File: src/rtl/phy_tune_pkg.sv
package phy_tune_pkg;
    localparam int ADDR_W = 8;
    localparam int DATA_W = 8;
    localparam int LEN_W  = 4;

    typedef enum logic [2:0] {
        S_IDLE  = 3'd0,
        S_LOAD  = 3'd1,
        S_SETUP = 3'd2,
        S_HIGH  = 3'd3,
        S_HOLD  = 3'd4,
        S_DONE  = 3'd5
    } wr_state_e;

    typedef struct packed {
        logic [ADDR_W-1:0] addr;
        logic [DATA_W-1:0] data;
        logic [LEN_W-1:0]  len;
    } tune_write_t;
endpackage

File: src/rtl/phy_tune_seq_rom.sv
module phy_tune_seq_rom
    import phy_tune_pkg::*;
#(
    parameter logic [ADDR_W-1:0] CAL_ADDR   = 8'h0C,
    parameter logic [ADDR_W-1:0] AMP_ADDR   = 8'h20,
    parameter logic [DATA_W-1:0] AMP_VALUE  = 8'h14,
    parameter int                AMP_BITS   = 5,
    parameter logic [ADDR_W-1:0] DISC_ADDR  = 8'h2A,
    parameter int                DISC_BITS  = 2
) (
    input  logic [1:0]  step,
    input  logic [1:0]  disc_thresh,
    output tune_write_t wr
);
    always_comb begin
        wr = '0;
        case (step)
            2'd0: begin
                wr.addr = CAL_ADDR;
                wr.data = DATA_W'(1);
                wr.len  = LEN_W'(1);
            end
            2'd1: begin
                wr.addr = AMP_ADDR;
                wr.data = AMP_VALUE;
                wr.len  = LEN_W'(AMP_BITS);
            end
            default: begin
                wr.addr = DISC_ADDR;
                wr.data = DATA_W'(disc_thresh);
                wr.len  = LEN_W'(DISC_BITS);
            end
        endcase
    end
endmodule

File: src/rtl/phy_tune_ctl_pack.sv
module phy_tune_ctl_pack
    import phy_tune_pkg::*;
#(
    parameter int MAX_PHYS = 3,
    parameter int PHY_W    = 2,
    parameter int CTL_W    = 16
) (
    input  logic [ADDR_W-1:0] addr,
    input  logic              bit_val,
    input  logic              stb_en,
    input  logic [PHY_W-1:0]  phy,
    output logic [CTL_W-1:0]  ctl
);
    logic [MAX_PHYS-1:0] sel;

    for (genvar g = 0; g < MAX_PHYS; g++) begin : g_sel
        assign sel[g] = stb_en && (phy == PHY_W'(g));
    end

    always_comb begin
        ctl = '0;
        ctl[CTL_W-1 -: ADDR_W] = addr;
        ctl[7] = bit_val;
        for (int n = 0; n < MAX_PHYS; n++) begin
            ctl[2*n] = sel[n];
        end
    end
endmodule

File: src/rtl/phy_tune_writer.sv
module phy_tune_writer
    import phy_tune_pkg::*;
#(
    parameter int MAX_PHYS = 3,
    parameter int PH_W     = 4,
    parameter int CTL_W    = 16
) (
    input  logic                              clk,
    input  logic                              rst_n,
    input  logic [$clog2(MAX_PHYS+1)-1:0]     cfg_phy_count,
    input  logic [1:0]                        cfg_disc_thresh,
    input  logic [PH_W-1:0]                   cfg_phase_cycles,
    input  logic                              req_start,
    input  logic [$clog2(MAX_PHYS)-1:0]       req_phy,
    input  logic [ADDR_W-1:0]                 req_addr,
    input  logic [DATA_W-1:0]                 req_data,
    input  logic [LEN_W-1:0]                  req_len,
    input  logic                              seq_start,
    input  logic [$clog2(MAX_PHYS)-1:0]       seq_phy,
    output logic                              busy,
    output logic                              done,
    output logic                              err,
    output logic [CTL_W-1:0]                  ctl_word
);
    localparam int PHY_W     = $clog2(MAX_PHYS);
    localparam logic [1:0] LAST_STEP = 2'd2;

    typedef struct packed {
        wr_state_e         st;
        logic [PHY_W-1:0]  phy;
        logic [ADDR_W-1:0] addr;
        logic [DATA_W-1:0] data;
        logic [LEN_W-1:0]  left;
        logic [PH_W-1:0]   tmr;
        logic              seq;
        logic [1:0]        step;
        logic              stb;
        logic              err;
    } eng_t;

    eng_t        q, d;
    tune_write_t rom_wr;
    logic [PH_W-1:0] reload;

    assign reload = (cfg_phase_cycles == '0) ? '0 : cfg_phase_cycles - 1'b1;

    phy_tune_seq_rom u_rom (
        .step        (q.step),
        .disc_thresh (cfg_disc_thresh),
        .wr          (rom_wr)
    );

    always_comb begin
        d = q;
        unique case (q.st)
            S_IDLE: begin
                d.err = 1'b0;
                d.seq = 1'b0;
                if (seq_start) begin
                    if (int'(seq_phy) >= int'(cfg_phy_count)) begin
                        d.err = 1'b1;
                        d.st  = S_DONE;
                    end else begin
                        d.phy  = seq_phy;
                        d.seq  = 1'b1;
                        d.step = (seq_phy == '0) ? 2'd0 : 2'd1;
                        d.st   = S_LOAD;
                    end
                end else if (req_start) begin
                    if (req_len == '0 || int'(req_phy) >= int'(cfg_phy_count)) begin
                        d.err = 1'b1;
                        d.st  = S_DONE;
                    end else begin
                        d.phy  = req_phy;
                        d.addr = req_addr;
                        d.data = req_data;
                        d.left = req_len;
                        d.tmr  = reload;
                        d.st   = S_SETUP;
                    end
                end
            end
            S_LOAD: begin
                d.addr = rom_wr.addr;
                d.data = rom_wr.data;
                d.left = rom_wr.len;
                d.tmr  = reload;
                d.st   = S_SETUP;
            end
            S_SETUP: begin
                if (q.tmr == '0) begin
                    d.stb = 1'b1;
                    d.tmr = reload;
                    d.st  = S_HIGH;
                end else begin
                    d.tmr = q.tmr - 1'b1;
                end
            end
            S_HIGH: begin
                if (q.tmr == '0) begin
                    d.stb = 1'b0;
                    d.tmr = reload;
                    d.st  = S_HOLD;
                end else begin
                    d.tmr = q.tmr - 1'b1;
                end
            end
            S_HOLD: begin
                if (q.tmr != '0) begin
                    d.tmr = q.tmr - 1'b1;
                end else if (q.left == LEN_W'(1)) begin
                    d.left = '0;
                    if (q.seq && q.step != LAST_STEP) begin
                        d.step = q.step + 2'd1;
                        d.st   = S_LOAD;
                    end else begin
                        d.st = S_DONE;
                    end
                end else begin
                    d.left = q.left - 1'b1;
                    d.addr = q.addr + 1'b1;
                    d.data = q.data >> 1;
                    d.tmr  = reload;
                    d.st   = S_SETUP;
                end
            end
            S_DONE: begin
                d.st = S_IDLE;
            end
            default: begin
                d = '0;
            end
        endcase
    end

    always_ff @(posedge clk or negedge rst_n) begin
        if (!rst_n) begin
            q <= '0;
        end else begin
            q <= d;
        end
    end

    assign busy = (q.st != S_IDLE);
    assign done = (q.st == S_DONE);
    assign err  = done && q.err;

    phy_tune_ctl_pack #(
        .MAX_PHYS (MAX_PHYS),
        .PHY_W    (PHY_W),
        .CTL_W    (CTL_W)
    ) u_pack (
        .addr    (q.addr),
        .bit_val (q.data[0]),
        .stb_en  (q.stb),
        .phy     (q.phy),
        .ctl     (ctl_word)
    );
endmodule

File: config.mk
export PLATFORM = sky130hd
export DESIGN_NAME = phy_tune_writer
export DESIGN_NICKNAME = d
export VERILOG_FILES = /design/src/rtl/phy_tune_pkg.sv /design/src/rtl/phy_tune_seq_rom.sv /design/src/rtl/phy_tune_ctl_pack.sv /design/src/rtl/phy_tune_writer.sv
export SDC_FILE = /design/constraint.sdc
export NUM_CORES = 1
export LEC_CHECK = 0
export BUFFER_PORTS_ARGS = -buffer_cell sky130_fd_sc_hd__buf_4
export CAP_MARGIN = 20
export CORE_MARGIN = 2
export CORE_UTILIZATION = 25
export DETAILED_ROUTE_END_ITERATION = 8
export HOLD_SLACK_MARGIN = 0.12
export PLACE_DENSITY = 0.4
export SYNTH_ARGS = -nofsm -noshare
export SYNTH_HDL_FRONTEND = slang
export SYNTH_SLANG_ARGS = --single-unit
export TNS_END_PERCENT = 20
File: constraint.sdc
create_clock -name clk -period 3.8 [get_ports clk]
set_clock_uncertainty 0.2 [all_clocks]
set_input_delay 0.38 -clock clk [delete_from_list [all_inputs] [get_ports clk]]
set_output_delay 0.38 -clock clk [all_outputs]
set_load 0.1 [all_outputs]
* Word-level counts from Yosys, hierarchy flattened *
Cells that the tools add are included.

operators by class
  multiplexer cells = 40
  order comparisons = 2
  equal/unequal tests = 25
  reduce and logical (&&, ||, !) cells = 27
  bitwise operators = 5
  add/sub/neg operators = 5

operator list
  kind                   count
  $pmux W20 S4           1
  $pmux W18 S2           1
  $mux W29               1
  $mux W3                9
  $mux W26               1
  $mux W24               1
  $ne A2 B2 Y1 const B   12
  $mux W20               1
  $mux W4                5
  $pmux W4 S5            1
  $mux W16               1
  $pmux W3 S5            1
  $logic_not A4 Y1       3
  $ne A3 B3 Y1 const B   4
  $reduce_and A6 Y1      2
  $sub A4 B1 Y4 const B  3
  $reduce_and A5 Y1      2
  $add A8 B1 Y8 const B  1
  $mux W2                4
  $reduce_and A4 Y1      2
  $reduce_or A4 Y1       2
  $mux W1                7
  $eq A3 B2 Y1 const B   2
  $eq A3 B3 Y1 const B   2
  22 further kinds       35

storage, ports and cells
  input bits = 36
  logic and storage cells = 114
  register bits after elaboration = 34
  output and inout bits = 19

* Depth between registers and ports, before layout *
Gate-level depths: netlist of run 1.

  depth in word-level cells = 6
  gate-level depth with buffers = 8
  depth with buffers taken out = 7

* Modules after synthesis *
Synthesis of run 1 repeated with hierarchy kept, for this count alone.

unflattened totals
  cell total of the unflattened synthesis = 333
  area, all modules = 2808.9 sq um

modules (own cells, without submodules)
  module             instances  area each (sq um)  sequential area each (sq um)  cells an instance
  phy_tune_writer    1          2537.4             850.8                         294
  phy_tune_seq_rom   1          140.1              0.0                           22
  phy_tune_ctl_pack  1          131.4              0.0                           17

* Worst setup path before layout of run 1 *
Ideal clock, no wire load.

  path type = register to output
  start point = register q[1] (netlist bit)
  end point = output port ctl_word[2]
  path buffers = 0
  arrival = 2.600 ns
  required time = 3.220 ns
  slack = 0.620 ns
  stages on the path, launching flop included = 3
  cell sequence = dfrtp_1 -> inv_1 -> nor3b_1

on the way
  word-level cells in the longest chain between the ends = 1

ends and longest elaborated chain
  item                    RTL line                 text
  start, declared         phy_tune_writer.sv:41    eng_t q, d;
  start signal, assigned  phy_tune_writer.sv:138   q <= '0;
  start signal, assigned  phy_tune_writer.sv:140   q <= d;
  $logic_and A1 B1 Y1     phy_tune_ctl_pack.sv:17  assign sel[g] = stb_en && (phy == PHY_W'(g));
  end, declared           phy_tune_writer.sv:23    output logic [CTL_W-1:0] ctl_word

Every way passes these cells.

* Worst setup path after layout of run 1 *
  start point = register q[31] (netlist bit)
  end point = output port busy

on the way
  word-level cells in the longest chain between the ends = 1

ends and longest elaborated chain
  item                RTL line                text
  $reduce_bool A3 Y1  phy_tune_writer.sv:144  assign busy = (q.st != S_IDLE);
  end, declared       phy_tune_writer.sv:20   output logic busy,

Every way passes these cells.

==> flow_metrics.tcl, run 1 <==
set metrics [dict create \
    ir_drop_mv 0.415 \
    ys_seq_area_frac 0.308 \
    clock_latency_ps 290 \
    largest_register_ffs 34 \
    wire_per_inst_um 16.1 \
    hold_class "input port to flop" \
    reg_top3 "q (34)" \
    grt_max_degree 35 \
    num_io_pins 55 \
    grt_use_total 0.142 \
    power_density_mw_per_mm2 863 \
    critical_path_class "flop to output port" \
    yosysTopAreaCellShare 0.308 \
    cts_resized 0 \
    die_area_mm2 0.0119 \
    drt_iter0_markers 125 \
    cts_hold_buf 1 \
    synth_area_per_cell_um2 8.53 \
    synth-xor-area-share 0.00634 \
    clockBufferDepth 2 \
    cts_made_buffers 5 \
    cp_data_arrival_time_ps 2230 \
    h-tree-depth 2 \
    syn_inst 324 \
    post-route-min-period_ps 2810 \
    synth_flop_cell "dfrtp_1" \
    fin_cells 504 \
    clock_sinks 34 \
    initial_core_util 0.256 \
    cp-startpoint "q[31]" \
    first_pass_iters 4 \
    antennaDiodeCount 0 \
    final_antenna_net_count 0 \
    grt_first_pass_wirelength_mm 12.9 \
    tightest_slew_ps 882 \
    synth_edf_count 0 \
    clock.fmax_ghz 0.356 \
    die_h_um 109 \
    drive_gt1_frac 0.250 \
    postLayoutCoreUtil 0.309 \
    syn_area_mm2 0.00276 \
    hold_viol_final 0 \
    worstPathRequired_ps 3220 \
    synth.area.top_cells "dfrtp_1 31%, ha_1 7.2%, mux2i_1 6.5%, o21ai_0 5.8%, nor2_1 4.1%" \
    yosys.area_share.simple 0.200 \
    ys_warn_count 0 \
    clk_pin_slew_ps 70 \
    maxSlewHeadroom 0.407 \
    synth.area.mux_share 0.0937 \
    top_register "q" \
    gr-total-overflow 0 \
    port_buffers 50 \
    via_per_inst 4.88 \
    post_cts_buffers 0 \
    worstPathMaxFanout 19 \
    via_count 2459 \
    setup_viol 0 \
    p_leak_nw 1.49 \
    tns_ps 0 \
    synth_seq_cells 34 \
    area_growth_syn_to_layout_pct 20.6 \
    slew_violations 0 \
    place.gp.congestion 0.743 \
    layout_setup_ws_ps 989 \
    cts_tree "built" \
    core-area_mm2 0.0108 \
    cap_violations 0 \
    nets 416 \
    end_kind "output port" \
    ys_types 55 \
    r2r_slack_ps 1050 \
    dieWidth_um 109 \
    layout.cells.most_common_list "58 x buf_4, 34 x dfrtp_1, 32 x o21ai_0" \
    rsz0062_at_grt "no" \
    fin_crit_sh 0.740 \
    crit_path_start_kind "flop" \
    place_inst 496 \
    synth_fa_ha_area_frac 0.0724 \
    layout_commonest_cell "buf_4" \
    worstReg2RegStart "q[10]" \
    grt_pass1_vias 2391 \
    synth_top_family_by_area "compound AO/OA/AOI/OAI gates" \
    dpl_worst_slack_ps 1030 \
    async_reset_ff_frac 1.00 \
    drc 0 \
    cts_root_buf "clkbuf_8" \
    rows 38 \
    antenna_found_initial 0 \
    wl_mm 8.13 \
    outcome "complete, no violations" \
    p_total_w 0.00288 \
    min-delay-start "req_data[7]" \
    dp_hpwl_mm 6.05 \
    synth-compound-area-share 0.229 \
    synth_top_area_cell "dfrtp_1" \
]
## critical path: stages (launching register included)
cell	delay [ps]
dfrtp_1	640
or2_2	530
nor2_4	350
inv_1	160
buf_4	260
## cell families (layout without fill, tap and decap cells)
logic type      after synthesis  count (layout)
simple gates                108             108
compound gates               90              90
buf+inv                      48              85
flops                        34              34
mux                          25              25
fa+ha+maj                    16              16
xor+xnor                      2               2
other cells                   1               4
## cell usage after synthesis (2+ instances only)
| master | number |
|---|---|
| dfrtp_1 | 34 |
| o21ai_0 | 32 |
| nor2_1 | 30 |
| nand2_1 | 25 |
| inv_1 | 19 |
| mux2i_1 | 18 |
| ha_1 | 16 |
| buf_4 | 13 |
| nor3_1 | 12 |
| a21oi_1 | 10 |
| buf_2 | 8 |
| o22ai_1 | 8 |
| mux2_2 | 7 |
| nor2b_1 | 7 |
| nand2b_1 | 6 |
| o31ai_2 | 6 |
| clkbuf_1 | 5 |
| nand3_1 | 5 |
| a2bb2oi_1 | 4 |
| and3_1 | 4 |
| o21a_1 | 4 |
| or2_2 | 4 |
| a211oi_1 | 3 |
| a22oi_1 | 3 |
| nor3b_1 | 3 |
| nor4_1 | 3 |
| o31ai_1 | 3 |
| a2111oi_0 | 2 |
| a31oi_1 | 2 |
| buf_1 | 2 |
| xnor2_1 | 2 |
## final timing paths
kind | end | cells past startpoint
setup / recovery | busy | 4
hold / removal | q[20] | 3
setup reg to reg | q[2] | 6
hold reg to reg | q[0] | 2
max in group asynchronous | q[1] | 2
min in group asynchronous | q[28] | 2
## per-stage QoR
stage | area (um2) | hold WS, ps
final | 3330 | 147
after global routing | 3330 | 134
after CTS | 3330 | 139
after detailed placement | 3210 | 180
after global placement | 3210 | 182
after floorplan | 2780 | -116
## routing by layer
| metal | vias up | track usage | routed length [um] |
|---|---|---|---|
| met4 | 0 | 0.0293 | 58 |
| met5 | - | 0 | 0 |
| li1 | 1218 | - | - |
| met3 | 4 | 0.0227 | 308 |
| met2 | 49 | 0.230 | 3880 |
| met1 | 1188 | 0.198 | 3880 |
## final cells by class
class / instances / area [um2]
Clock buffer: 6 / 82.6
Clock inverter: 1 / 30.0
Fill cell: 1151 / 7460
Inverter: 19 / 71.3
Multi-Input combinational cell: 245 / 1680
Sequential cell: 34 / 851
Tap cell: 140 / 175
Timing Repair Buffer: 59 / 445
## power breakdown
group	internal [W]	switching (W)	leakage (nW)
combinational	0.000605	0.00121	0.990
sequential	0.000510	0.000193	0.441
clock	0.000210	0.000146	0.0573
No activity file was read; power rests on OpenSTA's default activity.
==> run 2, diff against run 1 <==
==> constraint.sdc (replaced) <==
create_clock -name clk -period 2.7 [get_ports clk]
set_clock_uncertainty 0.2 [all_clocks]
set_input_delay 0.27 -clock clk [delete_from_list [all_inputs] [get_ports clk]]
set_output_delay 0.27 -clock clk [all_outputs]
set_load 0.1 [all_outputs]
==> run 2 against run 1 <==
  * Cell count rose by 4.2%
  * Hold slack gained 30 ps
  * Sequential cell count unchanged
  * First-iteration DRC count down 21%
  * Combinational power up 52%
  * Core utilization is 1.9 points higher
  * Setup slack worse by 750 ps
  * Die area unchanged
  * Routed wire length rose by 1.8%
  * Total power grew 49%
  * Via count grew 3.7%
  * Register-to-register slack worse by 680 ps
  * Critical endpoint is now q[9]
==> flow_metrics.tcl, run 2 (same netlist as run 1, synthesis figures left out) <==
set metrics [dict create \
    worstHoldPathCells 4 \
    drt_iter0_markers 99 \
    nets 436 \
    grtUsageMet3 0.0263 \
    fin_cells 525 \
    setup_viol 0 \
    cts_resized 0 \
    gr-total-overflow 0 \
    clock.fmax_ghz 0.406 \
    worstPathRequired_ps 2680 \
    wl_mm 8.28 \
    antennaDiodeCount 0 \
    layout_commonest_cell "buf_4" \
    grt.met2_usage 0.240 \
    critical_path_class "input port to flop" \
    post_cts_buffers 0 \
    top_register "q" \
    layout.cells.most_common_list "70 x buf_4, 34 x dfrtp_1, 32 x o21ai_0" \
    largest_register_ffs 34 \
    antenna_found_initial 0 \
    initial_core_util 0.256 \
    clockBufferDepth 2 \
    slew_violations 0 \
    grtUsageMet1 0.196 \
    power_density_mw_per_mm2 1210 \
    drive_gt1_frac 0.273 \
    place.gp.congestion 0.807 \
    cp_data_arrival_time_ps 2450 \
    grt_use_total 0.146 \
    p_leak_nw 1.59 \
    cts_made_buffers 5 \
    clk_pin_slew_ps 80 \
    hold_class "input port to flop" \
    via_per_inst 4.86 \
    hold_viol_final 0 \
    dp_hpwl_mm 6.32 \
    clock_sinks 34 \
    drc 0 \
    nFillCells 1132 \
    grt_pass1_vias 2548 \
    first_pass_iters 4 \
    port_buffers 50 \
    crit_path_start_kind "input port" \
    place_inst 508 \
    cts_hold_buf 9 \
    cts_root_buf "clkbuf_8" \
    h-tree-depth 2 \
    reg2reg_depth 6 \
    clock_latency_ps 290 \
    wire_per_inst_um 15.8 \
    ir_drop_mv 0.714 \
    via_count 2551 \
    post-route-min-period_ps 2460 \
    rows 38 \
    grt_first_pass_wirelength_mm 13.3 \
    outcome "complete, no violations" \
    num_io_pins 55 \
    core-area_mm2 0.0108 \
    dieWidth_um 109 \
    dpl_worst_slack_ps 194 \
    worstPathMaxFanout 12 \
    die_h_um 109 \
    cap_violations 0 \
    grt_max_degree 35 \
    die_area_mm2 0.0119 \
    layout_setup_ws_ps 237 \
    final_antenna_net_count 0 \
    end_kind "flop" \
    fin_crit_sh 0.912 \
    reg_top3 "q (34)" \
    rsz0062_at_grt "no" \
    area_growth_syn_to_layout_pct 27.8 \
    cts_tree "built" \
    busiest_layer "met2" \
]
-- run 2: cell count changes in the layout (fill, tap and decap cells not counted) --
cell	change
bufinv_16	+1
dlygate4sd3_1	+8
buf_4	+12
nor3b_2	+1
clkinv_4	+1
clkbuf_8	-1
nor3b_1	-1
-- run 2: final cells by class --
class                           instances  area [um2]  area share
Tap cell                              140         175      0.0496
Inverter                               19        71.3      0.0202
Multi-Input combinational cell        245        1680       0.476
Sequential cell                        34         851       0.241
Clock buffer                            5        68.8      0.0195
Clock inverter                          3        68.8      0.0195
Timing Repair Buffer                   79         616       0.174
-- run 2: worst max-delay path: stages --
cell	delay, ps
dlygate4sd3_1	540
buf_4	140
nor4_2	200
buf_4	180
a2111oi_4	50
a311oi_2	450
buf_4	270
mux2_2	350
-- run 2: power by group --
group / internal [W] / switching (W)
Clock: 0.000370 / 0.000218
Sequential: 0.000719 / 0.000226
Combinational: 0.000956 / 0.00180
-- run 2: per-stage QoR --
stage          utilization  TNS [ps]  power (W)  cell area, um2  hold slack [ps]
3_5_place_dp         0.306         0    0.00370            3310             71.4
3_3_place_gp         0.306         0    0.00371            3310             75.0
5_1_grt              0.327         0    0.00460            3530              174
2_1_floorplan            -      -608    0.00303            2780             -226
6_report             0.327         0    0.00429            3530              178
4_1_cts              0.327         0    0.00432            3530              156
-- run 2: worst paths after layout --
kind                                         start     to  slack, ps
worst min register to register               q[20]  q[20]        320
worst max register to register                q[5]   q[2]        370
worst min-delay path            cfg_disc_thresh[1]  q[14]        180
max in group asynchronous                    rst_n   q[5]       1690
min in group asynchronous                    rst_n   q[2]        270
worst max-delay path                    req_len[3]   q[9]        240
-- run 2: routing by layer --
layer | wire length, um | vias up
met3 | 283 | 12
met1 | 4000 | 1230
met2 | 3850 | 51
met4 | 138 | 0
li1 | - | 1258
met5 | 0 | -
